<file path="src/rtl/fcd_pkg.sv">
package fcd_pkg;

  typedef enum logic [3:0] {
    S_READ, S_UNL1, S_CMD, S_PROG, S_AUTO,
    S_EUNL0, S_EUNL1, S_ECMD, S_CHIP, S_SECT,
    S_QRY, S_AQRY
  } seq_state_e;

  typedef enum logic [1:0] {
    RM_ARRAY  = 2'd0,
    RM_ID     = 2'd1,
    RM_STATUS = 2'd2,
    RM_QUERY  = 2'd3
  } rd_mode_e;

  typedef struct packed {
    logic prog;
    logic sector;
    logic chip;
    logic suspend;
    logic resume;
  } req_t;

  localparam logic [7:0] K_UNLK_A  = 8'hAA;
  localparam logic [7:0] K_UNLK_B  = 8'h55;
  localparam logic [7:0] K_ERASE   = 8'h80;
  localparam logic [7:0] K_IDENT   = 8'h90;
  localparam logic [7:0] K_PROG    = 8'hA0;
  localparam logic [7:0] K_FAST    = 8'h20;
  localparam logic [7:0] K_CHIP    = 8'h10;
  localparam logic [7:0] K_SECT    = 8'h30;
  localparam logic [7:0] K_SUSP    = 8'hB0;
  localparam logic [7:0] K_RESET   = 8'hF0;
  localparam logic [7:0] K_QUERY   = 8'h98;
  localparam logic [7:0] K_FASTEND = 8'h00;
  localparam logic [10:0] QUERY_WORD = 11'h055;

  function automatic rd_mode_e mode_of(seq_state_e s);
    case (s)
      S_AUTO:                  mode_of = RM_ID;
      S_PROG, S_CHIP, S_SECT:  mode_of = RM_STATUS;
      S_QRY, S_AQRY:           mode_of = RM_QUERY;
      default:                 mode_of = RM_ARRAY;
    endcase
  endfunction

endpackage

</file>
<file path="src/rtl/fcd_addr_map.sv">
module fcd_addr_map #(
  parameter int IN_W      = 20,
  parameter int BUS_BYTES = 2,
  parameter int OUT_W     = 11
) (
  input  logic [IN_W-1:0]  byte_addr,
  output logic [OUT_W-1:0] word_addr
);
  generate
    if (BUS_BYTES == 4) begin : g_quad
      assign word_addr = OUT_W'(byte_addr >> 2);
    end else if (BUS_BYTES == 2) begin : g_dual
      assign word_addr = OUT_W'(byte_addr >> 1);
    end else begin : g_single
      assign word_addr = OUT_W'(byte_addr);
    end
  endgenerate
endmodule

</file>
<file path="src/rtl/fcd_read_mux.sv">
module fcd_read_mux
  import fcd_pkg::*;
#(
  parameter int          DW  = 16,
  parameter logic [15:0] ID0 = 16'h0001,
  parameter logic [15:0] ID1 = 16'h227E,
  parameter logic [15:0] ID2 = 16'h2201,
  parameter logic [15:0] ID3 = 16'h00FF
) (
  input  logic [1:0]    mode,
  input  logic [7:0]    idx,
  input  logic [DW-1:0] rd_arr,
  input  logic [DW-1:0] rd_status,
  input  logic [DW-1:0] rd_cfi,
  output logic [DW-1:0] rd_data
);
  localparam bit ID2_LIVE = (ID2[7:0] != 8'hFF);
  localparam bit ID3_LIVE = (ID3[7:0] != 8'hFF);

  logic [DW-1:0] id_word;

  always_comb begin
    case (idx)
      8'h00:   id_word = DW'(ID0);
      8'h01:   id_word = DW'(ID1);
      8'h02:   id_word = '0;
      8'h0E:   id_word = ID2_LIVE ? DW'(ID2) : rd_arr;
      8'h0F:   id_word = ID3_LIVE ? DW'(ID3) : rd_arr;
      default: id_word = rd_arr;
    endcase
  end

  always_comb begin
    case (rd_mode_e'(mode))
      RM_ID:     rd_data = id_word;
      RM_STATUS: rd_data = rd_status;
      RM_QUERY:  rd_data = rd_cfi;
      default:   rd_data = rd_arr;
    endcase
  end
endmodule

</file>
<file path="src/rtl/fcd_seq.sv">
module fcd_seq
  import fcd_pkg::*;
#(
  parameter int          ADDR_W = 20,
  parameter int          DW     = 16,
  parameter logic [10:0] UA0    = 11'h555,
  parameter logic [10:0] UA1    = 11'h2AA
) (
  input  logic              clk,
  input  logic              rst_n,
  input  logic              wr_en,
  input  logic [10:0]       wr_word,
  input  logic [ADDR_W-1:0] wr_addr,
  input  logic [DW-1:0]     wr_data,
  input  logic [DW-1:0]     arr_q,
  input  logic              eng_window,
  input  logic              eng_suspended,
  input  logic              eng_sect_hit,
  input  logic              eng_done,
  output req_t              req,
  output logic [ADDR_W-1:0] req_addr,
  output logic [DW-1:0]     req_data,
  output logic [1:0]        read_mode
);
  seq_state_e st_q, st_d;
  logic       byp_q, byp_d;
  rd_mode_e   mode_q, mode_d;
  req_t       req_q, req_d;
  logic       ld_en;
  logic [7:0] cmd;
  logic       at_ua0, at_ua1, at_qry, busy;

  assign cmd    = wr_data[7:0];
  assign at_ua0 = (wr_word == UA0);
  assign at_ua1 = (wr_word == UA1);
  assign at_qry = (wr_word == QUERY_WORD);
  assign busy   = (st_q == S_PROG) || (st_q == S_CHIP) || (st_q == S_SECT);

  always_comb begin
    st_d  = st_q;
    byp_d = byp_q;
    req_d = '0;
    if (eng_done && (st_q == S_CHIP || st_q == S_SECT)) begin
      st_d = byp_q ? S_CMD : S_READ;
    end else if (wr_en) begin
      if (cmd == K_RESET && !busy) begin
        if (st_q == S_AQRY) begin
          st_d = S_AUTO;
        end else begin
          st_d  = S_READ;
          byp_d = 1'b0;
        end
      end else begin
        st_d  = S_READ;
        byp_d = 1'b0;
        case (st_q)
          S_READ: begin
            if (at_qry && cmd == K_QUERY) begin
              st_d = S_QRY;
            end else if (cmd == K_SECT) begin
              if (eng_suspended) begin
                req_d.resume = 1'b1;
                st_d  = S_SECT;
                byp_d = byp_q;
              end
            end else if (cmd == K_SUSP) begin
              st_d  = st_q;
              byp_d = byp_q;
            end else if (at_ua0 && cmd == K_UNLK_A) begin
              st_d  = S_UNL1;
              byp_d = byp_q;
            end
          end
          S_UNL1: begin
            if (at_ua1 && cmd == K_UNLK_B) begin
              st_d  = S_CMD;
              byp_d = byp_q;
            end
          end
          S_CMD: begin
            if (byp_q || at_ua0) begin
              byp_d = byp_q;
              case (cmd)
                K_FAST:  begin st_d = S_CMD; byp_d = 1'b1; end
                K_ERASE: st_d = S_EUNL0;
                K_IDENT: st_d = S_AUTO;
                K_PROG:  st_d = S_PROG;
                default: begin st_d = S_READ; byp_d = 1'b0; end
              endcase
            end
          end
          S_PROG: begin
            req_d.prog = !(eng_suspended && eng_sect_hit);
            st_d  = byp_q ? S_CMD : S_READ;
            byp_d = byp_q;
          end
          S_AUTO: begin
            if (!(byp_q && cmd == K_FASTEND) && at_qry && cmd == K_QUERY) begin
              st_d  = S_AQRY;
              byp_d = byp_q;
            end
          end
          S_EUNL0: begin
            if (at_ua0 && cmd == K_UNLK_A) begin
              st_d  = S_EUNL1;
              byp_d = byp_q;
            end
          end
          S_EUNL1: begin
            if (at_ua1 && cmd == K_UNLK_B) begin
              st_d  = S_ECMD;
              byp_d = byp_q;
            end
          end
          S_ECMD: begin
            if (!eng_suspended) begin
              if (cmd == K_CHIP && at_ua0) begin
                req_d.chip = 1'b1;
                st_d  = S_CHIP;
                byp_d = byp_q;
              end else if (cmd == K_SECT) begin
                req_d.sector = 1'b1;
                st_d  = S_SECT;
                byp_d = byp_q;
              end
            end
          end
          S_CHIP: begin
            st_d  = st_q;
            byp_d = byp_q;
          end
          S_SECT: begin
            byp_d = byp_q;
            if (cmd == K_SUSP) begin
              req_d.suspend = 1'b1;
              st_d = S_READ;
            end else if (eng_window) begin
              if (cmd == K_SECT) begin
                req_d.sector = 1'b1;
                st_d = S_SECT;
              end else begin
                byp_d = 1'b0;
              end
            end else begin
              st_d = S_SECT;
            end
          end
          default: ;
        endcase
      end
    end
    mode_d = mode_of(st_d);
  end

  assign ld_en = req_d.prog | req_d.sector;

  always_ff @(posedge clk or negedge rst_n) begin
    if (!rst_n) begin
      st_q   <= S_READ;
      byp_q  <= 1'b0;
      mode_q <= RM_ARRAY;
      req_q  <= '0;
    end else begin
      st_q   <= st_d;
      byp_q  <= byp_d;
      mode_q <= mode_d;
      req_q  <= req_d;
    end
  end

  always_ff @(posedge clk or negedge rst_n) begin
    if (!rst_n) begin
      req_addr <= '0;
      req_data <= '0;
    end else if (ld_en) begin
      req_addr <= wr_addr;
      req_data <= wr_data & arr_q;
    end
  end

  assign req       = req_q;
  assign read_mode = mode_q;

  p_single_req_r14: assert property (@(posedge clk) disable iff (!rst_n)
    $onehot0({req_q.prog, req_q.sector, req_q.chip, req_q.suspend, req_q.resume}));

  p_chip_holds_r7: assert property (@(posedge clk) disable iff (!rst_n)
    (st_q == S_CHIP && !eng_done) |=> (st_q == S_CHIP));

  p_resume_needs_susp_r9: assert property (@(posedge clk) disable iff (!rst_n)
    req_q.resume |-> $past(eng_suspended));

  p_suspend_to_array_r8: assert property (@(posedge clk) disable iff (!rst_n)
    req_q.suspend |-> (mode_q == RM_ARRAY));

  p_drop_hit_prog_r10: assert property (@(posedge clk) disable iff (!rst_n)
    (wr_en && st_q == S_PROG && eng_suspended && eng_sect_hit) |=> !req_q.prog);

  p_done_wins_r13: assert property (@(posedge clk) disable iff (!rst_n)
    (eng_done && (st_q == S_SECT || st_q == S_CHIP)) |=> (req_q == '0));
endmodule

</file>
<file path="src/rtl/flash_cmd_seq.sv">
module flash_cmd_seq
  import fcd_pkg::*;
#(
  parameter int          ADDR_W    = 20,
  parameter int          DW        = 16,
  parameter int          BUS_BYTES = 2,
  parameter logic [10:0] UA0       = 11'h555,
  parameter logic [10:0] UA1       = 11'h2AA,
  parameter logic [15:0] ID0       = 16'h0001,
  parameter logic [15:0] ID1       = 16'h227E,
  parameter logic [15:0] ID2       = 16'h2201,
  parameter logic [15:0] ID3       = 16'h00FF
) (
  input  logic              clk,
  input  logic              rst_n,
  input  logic              wr_en,
  input  logic [ADDR_W-1:0] wr_addr,
  input  logic [DW-1:0]     wr_data,
  input  logic [DW-1:0]     arr_q,
  input  logic              eng_window,
  input  logic              eng_suspended,
  input  logic              eng_sect_hit,
  input  logic              eng_done,
  output logic              req_prog,
  output logic              req_sector,
  output logic              req_chip,
  output logic              req_suspend,
  output logic              req_resume,
  output logic [ADDR_W-1:0] req_addr,
  output logic [DW-1:0]     req_data,
  output logic [1:0]        read_mode,
  input  logic [7:0]        rd_addr,
  input  logic [DW-1:0]     rd_arr,
  input  logic [DW-1:0]     rd_status,
  input  logic [DW-1:0]     rd_cfi,
  output logic [DW-1:0]     rd_data
);
  logic [10:0] wr_word;
  logic [7:0]  rd_idx;
  req_t        req;

  fcd_addr_map #(.IN_W(ADDR_W), .BUS_BYTES(BUS_BYTES), .OUT_W(11)) u_wmap (
    .byte_addr(wr_addr), .word_addr(wr_word));

  fcd_addr_map #(.IN_W(8), .BUS_BYTES(BUS_BYTES), .OUT_W(8)) u_rmap (
    .byte_addr(rd_addr), .word_addr(rd_idx));

  fcd_seq #(.ADDR_W(ADDR_W), .DW(DW), .UA0(UA0), .UA1(UA1)) u_seq (
    .clk(clk), .rst_n(rst_n), .wr_en(wr_en), .wr_word(wr_word),
    .wr_addr(wr_addr), .wr_data(wr_data), .arr_q(arr_q),
    .eng_window(eng_window), .eng_suspended(eng_suspended),
    .eng_sect_hit(eng_sect_hit), .eng_done(eng_done),
    .req(req), .req_addr(req_addr), .req_data(req_data),
    .read_mode(read_mode));

  fcd_read_mux #(.DW(DW), .ID0(ID0), .ID1(ID1), .ID2(ID2), .ID3(ID3)) u_rmux (
    .mode(read_mode), .idx(rd_idx), .rd_arr(rd_arr), .rd_status(rd_status),
    .rd_cfi(rd_cfi), .rd_data(rd_data));

  assign req_prog    = req.prog;
  assign req_sector  = req.sector;
  assign req_chip    = req.chip;
  assign req_suspend = req.suspend;
  assign req_resume  = req.resume;
endmodule

</file>
<file path="config.mk">
export PLATFORM = sky130hd
export DESIGN_NAME = flash_cmd_seq
export DESIGN_NICKNAME = d
export VERILOG_FILES = /design/src/rtl/fcd_pkg.sv /design/src/rtl/fcd_addr_map.sv /design/src/rtl/fcd_read_mux.sv /design/src/rtl/fcd_seq.sv /design/src/rtl/flash_cmd_seq.sv
export SDC_FILE = /design/constraint.sdc
export NUM_CORES = 1
export LEC_CHECK = 0
export ABC_AREA = 1
export BUFFER_PORTS_ARGS = -buffer_cell sky130_fd_sc_hd__buf_2
export CORE_MARGIN = 2
export CORE_UTILIZATION = 38
export DETAILED_ROUTE_END_ITERATION = 12
export GPL_TIMING_DRIVEN = 0
export MAX_ROUTING_LAYER = met4
export PLACE_DENSITY = 0.7
export SLEW_MARGIN = 20
export SYNTH_ARGS = -nofsm -noshare
export SYNTH_HDL_FRONTEND = slang
export SYNTH_SLANG_ARGS = --single-unit
</file>
<file path="constraint.sdc">
create_clock -name clk -period 2.4 [get_ports clk]
set_input_delay 0.12 -clock clk [delete_from_list [all_inputs] [get_ports clk]]
set_output_delay 0.12 -clock clk [all_outputs]
set_load 0.01 [all_outputs]
</file>
==> impl_metrics.ini <==
[setup_path]
cpMostUsedCell = inv_1
cpMaxStageDelayCell = dfrtp_1
crit_type = reg -> reg
startpoint = u_seq.st_q[2]
r2r_cells = 14
arrival_ns = 2.44
crit_cells = 14
max_stage_delay_ns = 0.42
cp.buffers_inverters = 5
path_max_fanout = 10
crit_family = simple AND/OR/NAND/NOR gates
worst_r2r_endpoint = u_seq.req_addr[15]
rrSetupSlack_ns = 0.17
crit_path_end_kind = register
r2r_start = u_seq.st_q[2]
worstPathRequired_ns = 2.62
cp_cell_sequence = inv_1 > nand2_1 > inv_1 > nand2_2 > inv_1 > nor2_1 > nand3_1 > nand3_2 > or2_4 > o21ai_4 > buf_4 > buf_4 > nand2_1 > o21ai_0
cp-start-kind = register
crit_end = u_seq.req_addr[15]

[route]
drt_first_iter_violations = 171
routed_wl_um = 10400
vias_per_cell = 4.94
detail-route-antenna-nets = 0
vias = 3908
dr.pass1.iters = 4
avgRoutedWirePerCell_um = 13.2
drc = 0

[layout]
final_util_pct = 53.8
antennaDiodeCount = 0
multi_input_area_um2 = 1650
fin_cells = 791
final_nets = 801
drive_above_1_share_pct = 29.4
regArea_um2 = 1200
syn2layout_area_growth_pct = 36.5
fillers = 835
post-route-cell-area_um2 = 4420

[clock_network]
clk_pin_slew_ns = 0.09
numClockSinks = 48
cts_buffers = 5
cts_tree = built
cts-root-buf = clkbuf_8
cts.path.max_buffers = 2
h-tree-depth = 2
clk_latency_ns = 0.31

[placement]
gp_congestion = 0.942
place_hpwl_um = 8460
placed_area_um2 = 4220
pre_cts_slack_ns = 0.0883
dp_cells = 779
port_buffers = 170

[synth]
syn_area_um2 = 3240
synth_cells = 504
seq_area_frac_synth_pct = 37.1
synth_area_leaders = dfrtp_1 (37%), nand2_1 (15%), inv_1 (9.4%), nor2_1 (8.9%), nand3_1 (7.9%)
synth_edf_count = 0
synth_top_area_share_pct = 37.1
synth_warnings = 0
ys_types = 26
yosysMostFrequentCell = nand2_1
synth_common_cells = nand2_1 (129), inv_1 (81), nor2_1 (77)
syn_nets = 619
syn_avg_cell_area_um2 = 6.42
postSynth.topFlopCell = dfrtp_1
ys_ff_latch = 48
async_flop_share_pct = 100
synth_top_area_cell = dfrtp_1

[sta]
tightest_slew_ns = 0.614
period_share_pct = 92.8
fin_worst_skew_ns = 0.00930
finalHoldViolations = 0
period_minus_slack_ns = 2.23
finalWorstSetupSlack_ns = 0.174
max_slew_margin_pct = 58.8
setup_viol = 0
clock.fmax_ghz = 0.449
drv_slew = 0
finalSetupTns_ns = 0

[run_status]
status = finished clean

[power_and_ir_drop]
swShare_pct = 28.2
comb_power_share_pct = 22.4
power_frac_seq_pct = 42.8
intPower_uw = 1420
p_leak_uw = 0.00244
ir_drop_v = 0.000227
clock_power_share_pct = 34.9
switchingPower_uw = 556
power.density_nw_per_um2 = 447

[hold_path]
hold_class = in -> reg
hold_start = wr_addr[14]

[global_route]
grt_pass1_wl_um = 15800
grt_max_degree = 49
first_global_vias = 3572
antenna_found_initial = 0
track_usage_pct = 22.4
overflow = 0

[floorplan]
core_area_um2 = 8220
row_count = 33
die_h_um = 96.3
die_area_um2 = 9270
floorplan.initialDensity_pct = 39.4
die-width_um = 96.3
pin_count = 174

[flow_run]
maxCapViolCount = 0
==> stage by stage <==
step / hold slack, ns / total power [uW]
finish: 0.0213 / 1970
global route: 0.0157 / 2080
CTS: 0.0208 / 1980
detailed placement: 0.335 / 1300
global placement: 0.328 / 1290
floorplan: -0.176 / 1070
==> flip-flops by register name, indices dropped and copies added, names as in the netlist <==
signal	count
u_seq.req_data	16
u_seq.req_addr	20
u_seq.read_mode	2
u_seq.byp_q	1
u_seq.st_q	4
u_seq.req	5
==> worst register-to-register path, stage by stage (launching register included) <==
cell and delay (ns):
dfrtp_1 0.42, inv_1 0.09, nand2_1 0.08, inv_1 0.12, nand2_2 0.10, inv_1 0.11, nor2_1 0.05, nand3_1 0.10
nand3_2 0.11, or2_4 0.26, o21ai_4 0.25, buf_4 0.16, buf_4 0.15, nand2_1 0.06, o21ai_0 0.09
==> power groups by stage <==
| stage | clock network [uW] | registers [uW] | logic (uW) |
|---|---|---|---|
| after floorplan | 0 | 865 | 206 |
| after global placement | 0 | 857 | 431 |
| after detailed placement | 0 | 858 | 438 |
| after CTS | 700 | 843 | 440 |
| after global routing | 738 | 847 | 500 |
| final | 688 | 844 | 442 |
==> kinds of logic (layout without fill, tap and decap cells) <==
| family | Yosys count | count (layout) | share of synthesized area [%] |
|---|---|---|---|
| AND/OR/NAND/NOR | 293 | 293 | 38.5 |
| buffers and inverters | 95 | 277 | 12.4 |
| AO/OA/AOI/OAI | 68 | 68 | 12.0 |
| flip-flops | 48 | 48 | 37.1 |
==> what timing repair did <==
item / in CTS / in global routing
resized for setup: 0 / 4
setup endpoints to repair: 0 / 36
hold endpoints to repair: 0 / 48
buffers inserted: 0 / 4
hold buffers: 0 / 1
==> cells in the final DEF, fill, tap and decap left out, types with 7 or more instances in the layout <==
cell type	netlist	layout
buf_2	2	171
nand2_1	129	129
inv_1	81	81
nor2_1	77	76
nand3_1	51	50
dfrtp_1	48	48
o21ai_0	33	33
nand4_1	17	17
a21oi_1	16	16
nor3_1	12	12
o211ai_1	8	8
buf_4	3	7
==> metal layers <==
metal / global-route usage, % / vias up / routed length (um)
li1: - / 1981 / -
met1: 25.4 / 1775 / 4320
met2: 40.2 / 135 / 5240
met3: 3.84 / 17 / 679
met4: 7.04 / 0 / 173
met5: - / - / 0
==> worst min path at each step <==
stage,cells after the start,endpoint
global route,3,u_seq.req_addr[14]
global placement,3,u_seq.req_addr[15]
detailed placement,3,u_seq.req_addr[14]
floorplan,0,u_seq.byp_q
CTS,3,u_seq.req_addr[14]
finish,3,u_seq.req_addr[14]
==> area by class of cell <==
class	count	share of cell area, %
buffer	13	2.15
tap	105	2.97
sequential	48	27.2
timing repair buffer	175	20.5
clock inverter	2	1.36
inverter	82	6.97
clock buffer	5	1.56
multi-input combinational	361	37.3
Power figures use the tool's default switching activity.
